## src/rtl/rlt_pkg.sv

```systemverilog
package rlt_pkg;

    typedef enum logic [1:0] {
        ST_STOP = 2'd0,
        ST_LOAD = 2'd1,
        ST_RUN  = 2'd2,
        ST_HALT = 2'd3
    } tmr_state_e;

    localparam logic [1:0] ADDR_BASE = 2'd0;
    localparam logic [1:0] ADDR_CNT  = 2'd1;
    localparam logic [1:0] ADDR_MODE = 2'd2;

    localparam logic [1:0] SRC_DIV_A = 2'd0;
    localparam logic [1:0] SRC_DIV_B = 2'd1;
    localparam logic [1:0] SRC_EXT   = 2'd2;
    localparam logic [1:0] SRC_NONE  = 2'd3;

endpackage

```

## src/rtl/rlt_prescaler.sv

```systemverilog
module rlt_prescaler
    import rlt_pkg::*;
#(
    parameter int DIV_A_LOG2  = 2,
    parameter int DIV_B_LOG2  = 4,
    parameter int SYNC_STAGES = 2
) (
    input  logic       clk,
    input  logic       rst_n,
    input  logic [1:0] src_sel,
    input  logic       ext_tick,
    output logic       count_tick
);
    localparam int PW = (DIV_B_LOG2 > DIV_A_LOG2) ? DIV_B_LOG2 : DIV_A_LOG2;

    logic [PW-1:0]        pre_q;
    logic [SYNC_STAGES:0] sync_q;
    logic                 tick_a;
    logic                 tick_b;
    logic                 tick_ext;

    // Free-running divider shared by both internal sources
    always_ff @(posedge clk or negedge rst_n) begin
        if (!rst_n) pre_q <= '0;
        else        pre_q <= pre_q + PW'(1);
    end

    assign tick_a = &pre_q[DIV_A_LOG2-1:0];
    assign tick_b = &pre_q[DIV_B_LOG2-1:0];

    // Synchronizer chain for the external source, one extra stage for edge detect
    always_ff @(posedge clk or negedge rst_n) begin
        if (!rst_n) sync_q[0] <= 1'b0;
        else        sync_q[0] <= ext_tick;
    end

    genvar gi;
    generate
        for (gi = 1; gi <= SYNC_STAGES; gi++) begin : g_sync
            always_ff @(posedge clk or negedge rst_n) begin
                if (!rst_n) sync_q[gi] <= 1'b0;
                else        sync_q[gi] <= sync_q[gi-1];
            end
        end
    endgenerate

    assign tick_ext = sync_q[SYNC_STAGES-1] & ~sync_q[SYNC_STAGES];

    always_comb begin
        unique case (src_sel)
            SRC_DIV_A: count_tick = tick_a;
            SRC_DIV_B: count_tick = tick_b;
            SRC_EXT:   count_tick = tick_ext;
            SRC_NONE:  count_tick = 1'b0;
        endcase
    end

    // the fast internal source never fires on adjacent cycles
    p_tick_gap_r5: assert property (@(posedge clk) disable iff (!rst_n)
        tick_a |=> !tick_a);

    // an external edge yields an isolated one-cycle tick
    p_ext_gap_r8: assert property (@(posedge clk) disable iff (!rst_n)
        tick_ext |=> !tick_ext);

endmodule

```

## src/rtl/rlt_regs.sv

```systemverilog
module rlt_regs
    import rlt_pkg::*;
#(
    parameter int DW = 8
) (
    input  logic          clk,
    input  logic          rst_n,
    input  logic          reg_wr,
    input  logic [1:0]    reg_addr,
    input  logic [DW-1:0] reg_wdata,
    input  logic [DW-1:0] cnt_i,
    output logic [DW-1:0] reg_rdata,
    output logic [DW-1:0] base_o,
    output logic          en_o,
    output logic          ld_o,
    output logic [1:0]    sel_o,
    output logic          spoil_o
);
    localparam int EN_POS = DW - 1;
    localparam int LD_POS = DW - 2;
    localparam int PADW   = DW - 4;

    logic [DW-1:0] base_q;
    logic          en_q;
    logic          ld_q;
    logic [1:0]    sel_q;
    logic          spoil_q;
    logic          wr_base;
    logic          wr_mode;

    assign wr_base = reg_wr && (reg_addr == ADDR_BASE);
    assign wr_mode = reg_wr && (reg_addr == ADDR_MODE);

    always_ff @(posedge clk or negedge rst_n) begin
        if (!rst_n) base_q <= '0;
        else if (wr_base) base_q <= reg_wdata;
    end

    always_ff @(posedge clk or negedge rst_n) begin
        if (!rst_n) begin
            en_q    <= 1'b0;
            ld_q    <= 1'b0;
            sel_q   <= SRC_DIV_A;
            spoil_q <= 1'b0;
        end else begin
            spoil_q <= 1'b0;
            if (wr_mode) begin
                en_q    <= reg_wdata[EN_POS];
                ld_q    <= reg_wdata[LD_POS];
                sel_q   <= reg_wdata[1:0];
                spoil_q <= (en_q || ld_q) && (reg_wdata[1:0] != sel_q);
            end
        end
    end

    always_comb begin
        case (reg_addr)
            ADDR_BASE: reg_rdata = base_q;
            ADDR_CNT:  reg_rdata = cnt_i;
            ADDR_MODE: reg_rdata = {en_q, ld_q, {PADW{1'b0}}, sel_q};
            default:   reg_rdata = '0;
        endcase
    end

    assign base_o  = base_q;
    assign en_o    = en_q;
    assign ld_o    = ld_q;
    assign sel_o   = sel_q;
    assign spoil_o = spoil_q;

    // a spoil flag only follows a mode where counting was active
    p_spoil_needs_active_r11: assert property (@(posedge clk) disable iff (!rst_n)
        spoil_q |-> $past(en_q || ld_q));

    // the source select moves only on a mode write
    p_sel_write_only_r2: assert property (@(posedge clk) disable iff (!rst_n)
        !$past(wr_mode) |-> $stable(sel_q));

endmodule

```

## src/rtl/rlt_counter.sv

```systemverilog
module rlt_counter
    import rlt_pkg::*;
#(
    parameter int CW = 8
) (
    input  logic          clk,
    input  logic          rst_n,
    input  logic          tick_i,
    input  logic          en_i,
    input  logic          ld_i,
    input  logic          spoil_i,
    input  logic [CW-1:0] base_i,
    output logic [CW-1:0] cnt_o,
    output logic          uflow_o
);
    tmr_state_e    st_q, st_d;
    logic [CW-1:0] cnt_q, cnt_d;
    logic          uf_q, uf_d;

    always_comb begin
        if (spoil_i) begin
            st_d = ST_HALT;
        end else begin
            unique case (st_q)
                ST_HALT: st_d = ld_i ? ST_LOAD : ST_HALT;
                ST_STOP: st_d = ld_i ? ST_LOAD : (en_i ? ST_RUN : ST_STOP);
                ST_LOAD: st_d = ld_i ? ST_LOAD : (en_i ? ST_RUN : ST_STOP);
                ST_RUN:  st_d = ld_i ? ST_LOAD : (en_i ? ST_RUN : ST_STOP);
            endcase
        end
    end

    always_ff @(posedge clk or negedge rst_n) begin
        if (!rst_n) st_q <= ST_STOP;
        else        st_q <= st_d;
    end

    always_comb begin
        cnt_d = cnt_q;
        uf_d  = 1'b0;
        unique case (st_q)
            ST_STOP: cnt_d = cnt_q;
            ST_HALT: cnt_d = cnt_q;
            ST_LOAD: cnt_d = base_i;
            ST_RUN: begin
                if (tick_i) begin
                    if (cnt_q == '0) begin
                        cnt_d = base_i;
                        uf_d  = 1'b1;
                    end else begin
                        cnt_d = cnt_q - CW'(1);
                    end
                end
            end
        endcase
    end

    always_ff @(posedge clk or negedge rst_n) begin
        if (!rst_n) begin
            cnt_q <= '0;
            uf_q  <= 1'b0;
        end else begin
            cnt_q <= cnt_d;
            uf_q  <= uf_d;
        end
    end

    assign cnt_o   = cnt_q;
    assign uflow_o = uf_q;

    p_stop_hold_r4: assert property (@(posedge clk) disable iff (!rst_n)
        (st_q == ST_STOP) |=> (cnt_q == $past(cnt_q)));

    p_halt_freeze_r11: assert property (@(posedge clk) disable iff (!rst_n)
        (st_q == ST_HALT) |=> ((cnt_q == $past(cnt_q)) && !uf_q));

    p_run_idle_r5: assert property (@(posedge clk) disable iff (!rst_n)
        ((st_q == ST_RUN) && !tick_i) |=> $stable(cnt_q));

    p_uflow_reload_r6: assert property (@(posedge clk) disable iff (!rst_n)
        uf_q |-> (cnt_q == $past(base_i)));

    p_uflow_pulse_r13: assert property (@(posedge clk) disable iff (!rst_n)
        uf_q |=> !uf_q);

endmodule

```

## src/rtl/rlt_baud_timer.sv

```systemverilog
module rlt_baud_timer
    import rlt_pkg::*;
#(
    parameter int DW          = 8,
    parameter int DIV_A_LOG2  = 2,
    parameter int DIV_B_LOG2  = 4,
    parameter int SYNC_STAGES = 2
) (
    input  logic          clk,
    input  logic          rst_n,
    input  logic          reg_wr,
    input  logic [1:0]    reg_addr,
    input  logic [DW-1:0] reg_wdata,
    output logic [DW-1:0] reg_rdata,
    input  logic          ext_tick,
    output logic          uflow
);
    logic [DW-1:0] base;
    logic [DW-1:0] cnt;
    logic          en;
    logic          ld;
    logic [1:0]    sel;
    logic          spoil;
    logic          tick;

    rlt_regs #(.DW(DW)) u_regs (
        .clk       (clk),
        .rst_n     (rst_n),
        .reg_wr    (reg_wr),
        .reg_addr  (reg_addr),
        .reg_wdata (reg_wdata),
        .cnt_i     (cnt),
        .reg_rdata (reg_rdata),
        .base_o    (base),
        .en_o      (en),
        .ld_o      (ld),
        .sel_o     (sel),
        .spoil_o   (spoil)
    );

    rlt_prescaler #(
        .DIV_A_LOG2  (DIV_A_LOG2),
        .DIV_B_LOG2  (DIV_B_LOG2),
        .SYNC_STAGES (SYNC_STAGES)
    ) u_pre (
        .clk        (clk),
        .rst_n      (rst_n),
        .src_sel    (sel),
        .ext_tick   (ext_tick),
        .count_tick (tick)
    );

    rlt_counter #(.CW(DW)) u_cnt (
        .clk     (clk),
        .rst_n   (rst_n),
        .tick_i  (tick),
        .en_i    (en),
        .ld_i    (ld),
        .spoil_i (spoil),
        .base_i  (base),
        .cnt_o   (cnt),
        .uflow_o (uflow)
    );

endmodule

```

## config.mk

```make
export PLATFORM = sky130hd
export DESIGN_NAME = rlt_baud_timer
export DESIGN_NICKNAME = d
export VERILOG_FILES = /design/src/rtl/rlt_pkg.sv /design/src/rtl/rlt_prescaler.sv /design/src/rtl/rlt_regs.sv /design/src/rtl/rlt_counter.sv /design/src/rtl/rlt_baud_timer.sv
export SDC_FILE = /design/constraint.sdc
export NUM_CORES = 1
export LEC_CHECK = 0
export CORE_MARGIN = 2
export CORE_UTILIZATION = 55
export CTS_BUF_LIST = sky130_fd_sc_hd__clkbuf_8
export CTS_CLUSTER_SIZE = 10
export DETAILED_ROUTE_END_ITERATION = 8
export DONT_BUFFER_PORTS = 1
export PLACE_DENSITY = 0.76
export RECOVER_POWER = 50
export SYNTH_ARGS = -nofsm -noshare
export SYNTH_HDL_FRONTEND = slang
export SYNTH_HIERARCHICAL = 1
export SYNTH_SLANG_ARGS = --single-unit
```

## constraint.sdc

```tcl
create_clock -name clk -period 4.66 [get_ports clk]
set_input_delay 1.398 -clock clk [delete_from_list [all_inputs] [get_ports clk]]
set_output_delay 1.398 -clock clk [all_outputs]
set_load 0.02 [all_outputs]
```

; Yosys cells after proc, flatten, opt, wreduce, memory -nomap -nowiden
; Cells that the tools add are included.
[word_totals]
register_bits = 31
inputBits = 14
output_inout_bits = 9
wordCells = 54
[op_classes]
n_addsub = 2
eq_ne = 10
n_mux = 14
n_bitwise = 3
reduce_logical = 13
[ops]
columns = op, n
row1 = $pmux W8 S3, 1
row2 = $mux W8, 2
row3 = $pmux W8 S2, 1
row4 = $eq A2 B2 Y1 const B, 5
row5 = $logic_not A8 Y1, 1
row6 = $mux W2, 4
row7 = $sub A8 B1 Y8 const B, 1
row8 = $eq A2 B1 Y1 const B, 3
row9 = $logic_not A2 Y1, 3
row10 = $add A4 B1 Y4 const B, 1
row11 = $mux W1, 4
row12 = $pmux W1 S4, 1
row13 = $pmux W2 S2, 1
row14 = $reduce_and A2 Y1, 2
row15 = $reduce_and A4 Y1, 1
row16 = $logic_and A1 B1 Y1, 3
row17 = $reduce_or A3 Y1, 1
row18 = $ne A2 B2 Y1, 1
row19 = $ne A2 B2 Y1 const B, 1
row20 = $not A1 Y1, 2
row21 = $reduce_or A2 Y1, 1
row22 = $and A1 B1 Y1, 1
row23 = $logic_or A1 B1 Y1, 1

; Longest topological paths before layout
[logic_depth]
ltp_word = 5
depth_mapped = 8
mapped_depth_nobuf = 7

; By module
; Netlist, hierarchy kept.
[by_module_without_submodules]
columns = mod, n_inst, cells_each, area_per_inst_um2, seq_area_each_um2
row1 = rlt_counter, 1, 75, 679.4, 275.3
row2 = rlt_regs, 1, 50, 676.9, 325.3
row3 = rlt_prescaler, 1, 16, 249.0, 175.2

; Worst setup path after synthesis
; OpenSTA, ideal clock, no wires.
[synth_timing]
kind = input to output
from = input port reg_addr[1]
to = output port reg_rdata[0]
arrival_ns = 2.082
t_required_ns = 3.262
slack_ns = 1.180
path_stages = 3
n_path_buf = 1
cell_sequence = buf_2 -> nor2b_1 -> o2bb2ai_1
[synth_via]
elab_chain_len = 2
word_cells_on_any_way = 4
classes_between = 2 x eq/ne / 1 x mux / 1 x reduce/logical
[synth_lines]
columns = element, line_no
row1 = from (decl), rlt_baud_timer.sv:12  ; input logic [1:0] reg_addr,
row2 = "$eq A2 B2 Y1, or another cell as far along", rlt_regs.sv:57  ; case (reg_addr)
row3 = $pmux W8 S3 *, rlt_regs.sv:57
row4 = to (decl), rlt_baud_timer.sv:14  ; output logic [DW-1:0] reg_rdata,
; Mark *: on every way between the ends. The rest lies on a longest branch, timed or not.

; Worst setup path after layout
; Ends and elaborated chain as after synthesis.

==> impl_metrics.json <==
{
  "wirelength_um": 3400,
  "finClkSkew_ns": 0.00361,
  "leakage_nw": 0.742,
  "coreArea_sq_um": 2760,
  "htree_levels": 2,
  "final_nets": 162,
  "rrSetupSlack_ns": 2.46,
  "crit_chain": "nor2b_1 -> o2bb2ai_1",
  "place_hpwl_um": 2430,
  "setup-tns-final_ns": 0,
  "timing.rr.start": "u_pre/pre_q[0]",
  "num_antenna_cells": 0,
  "top_layer_used": "met4",
  "drt-met1-wl_um": 1430,
  "setup_viol": 0,
  "finalCritPeriodShare_pct": 72.3,
  "synth_ff_type": "dfrtp_1",
  "post_cts_buffers": 0,
  "fin_crit_ns": 3.37,
  "max_cap_violations": 0,
  "die-area_sq_um": 3370,
  "drc": 0,
  "clock_sinks": 31,
  "fp.dieH_um": 58.0,
  "ff2ff_path_depth": 7,
  "postRouteAntennaNets": 0,
  "synth_edf_count": 0,
  "root_buffer": "clkbuf_8",
  "crit_buf_inv": 0,
  "max_stage_delay_ns": 0.30,
  "path_clk_slew_ns": 0.06,
  "area_delta_synth_final_pct": 7.09,
  "place.gp.congestion": 0.854,
  "hold_violations": 0,
  "drive_above_1_share_pct": 18.1,
  "regArea_sq_um": 776,
  "grt_max_degree": 32,
  "async_reset_ff_share_pct": 100,
  "start_util_pct": 58.2,
  "crit_cells": 2,
  "crit_start": "reg_addr[1]",
  "rsz0062_at_grt": "false",
  "vias": 1150,
  "drtIter0Drc": 65,
  "ys_ff_latch": 31,
  "dr.pass1.iters": 4,
  "multi_input_area_sq_um": 767,
  "grt_usage_pct": 22.6,
  "status": "finished clean",
  "hold_class": "reg2reg",
  "cp-endpoint": "reg_rdata[0]",
  "place_ws_ns": 1.28,
  "nFillCells": 222,
  "viasPerCell": 6.57,
  "grt_pass1_vias": 1227,
  "num_rows": 19,
  "ctsLongestPathBuffers": 2,
  "timing.fmax_ghz": 0.297,
  "ir_worst_vdd_v": 0.000372,
  "powerDensity_nw_per_um2": 551,
  "grt-ovfl-total": 0,
  "ys_seq_area_share_pct": 48.3,
  "start_kind": "input port",
  "netlist_area_sq_um": 1610,
  "rr_endpoint": "u_cnt/cnt_o[4]",
  "num_io_pins": 23,
  "setup_ws_ns": 1.29,
  "portBuffers": 0,
  "critical_path_required_ns": 3.26,
  "grt_pass1_wl_um": 5680,
  "drv_slew": 0,
  "fp.dieW_um": 58.0,
  "antenna_found_initial": 0,
  "slew_headroom_pct": 34.8,
  "syn_avg_cell_area_sq_um": 11.4,
  "critical_path.top_delay_family": "compound AO/OA/AOI/OAI gates",
  "wire_per_inst_um": 19.4,
  "critPathKind": "in2out",
  "route.met3.wl_um": 200,
  "cp-end-kind": "output port",
  "syn-instance-count": 141,
  "cts_buffers": 5,
  "synth_nets": 160,
  "worst-path-max-fanout": 11,
  "dpl_cell_area_sq_um": 1620,
  "critPathSlowestCell": "o2bb2ai_1",
  "worstMarginPinSlew_ns": 0.977,
  "met2WireLength_um": 1750,
  "fin_area_sq_um": 1720,
  "clk_latency_ns": 0.28,
  "ys_types": 44,
  "hold_buffers": 0,
  "cts_resized": 0,
  "cts_tree": "built",
  "synth_warnings": 6,
  "critPathArrivalTime_ns": 1.97
}
==> routing by layer <==
layer  vias up  GRT usage [%]
li1        524              -
met1       574           28.9
met2        48           36.4
met3         4           7.14
met4         0           8.31
met5         -              0
==> worst register-to-register path: cells and delay by family (launching register included) <==
kind	cells	cell delay [ns]
simple gates	1	0.07
compound gates	4	1.39
fa+ha+maj	1	0.20
flops	1	0.38
buf+inv	1	0.09
==> kinds of logic (layout without fill, tap and decap cells) <==
| group | count (synthesis) | after routing | synth area share [%] |
|---|---|---|---|
| compound gates | 35 | 35 | 15.6 |
| simple gates | 32 | 32 | 13.0 |
| flops | 31 | 31 | 48.3 |
| mux | 20 | 20 | 13.4 |
| buf+inv | 14 | 17 | 3.59 |
| fa+ha+maj | 5 | 5 | 3.90 |
| xor+xnor | 4 | 4 | 2.18 |
==> power by group <==
group          total, mW  internal [mW]  switching, mW
registers          0.415          0.333         0.0827
clock network      0.232          0.134         0.0981
logic              0.300          0.122          0.178
==> area by class of cell <==
cell class | instances | share of cell area (%)
clock buffers | 7 | 5.60
clock inverters | 1 | 0.437
inverters | 9 | 1.97
multi-input cells | 96 | 44.6
flip-flops and latches | 31 | 45.1
well taps | 31 | 2.26
==> stage by stage <==
stage / utilization [%] / total power, mW / hold WS (ns) / instances
after global placement: 58.8 / 0.687 / 0.332 / 167
after floorplan: - / 0.633 / 0.331 / 141
after detailed placement: 58.8 / 0.705 / 0.339 / 167
final: 62.3 / 0.948 / 0.350 / 175
after CTS: 62.5 / 0.943 / 0.353 / 175
after global routing: 62.3 / 0.995 / 0.362 / 175
==> worst min-delay path by stage <==
stage                                from         endpoint  slack (ns)  cells past startpoint
after global placement    u_pre/sync_q[0]  u_pre/sync_q[1]        0.33                      0
after global routing      u_pre/sync_q[0]  u_pre/sync_q[1]        0.36                      0
final                     u_pre/sync_q[0]  u_pre/sync_q[1]        0.35                      0
after CTS                 u_pre/sync_q[0]  u_pre/sync_q[1]        0.35                      0
after floorplan           u_pre/sync_q[0]  u_pre/sync_q[1]        0.33                      0
after detailed placement  u_pre/sync_q[0]  u_pre/sync_q[1]        0.34                      0
==> sequential cells by signal, summed over array words and instances, names as in the netlist <==
name,count
u_cnt/st_q,2
u_regs/en_o,1
u_cnt/cnt_o,8
u_pre/sync_q,3
u_regs/spoil_o,1
u_regs/ld_o,1
u_pre/pre_q,4
u_cnt/uflow_o,1
u_regs/sel_o,2
u_regs/base_o,8
==> Yosys cell counts (2+ instances only) <==
cell       instances  area, sq um
o311ai_0           2         17.5
nor2_1             8         30.0
o21ai_0            8         40.0
nand3_1            6         30.0
a21oi_1            4         20.0
or3_1              2         12.5
dfrtp_1           31          776
inv_1              9         33.8
o2bb2ai_1          4         35.0
ha_1               5         62.6
nor4_1             2         12.5
xnor2_1            3         26.3
nand2_1            3         11.3
a22oi_1            3         22.5
mux2i_1            8         80.1
mux2_2            12          135
clkbuf_1           3         11.3
a211oi_1           2         15.0
==> cells in the final DEF (no fill, tap or decap), types with 3 or more instances in the layout <==
master	instances
nand2_1	3
xnor2_1	3
a22oi_1	3
dfrtp_1	31
mux2i_1	8
nand3_1	7
clkbuf_8	7
ha_1	5
o21ai_0	8
a21oi_1	4
mux2_2	12
inv_1	9
nor2_1	8
o2bb2ai_1	4
No activity file was read; power rests on OpenSTA's default activity.
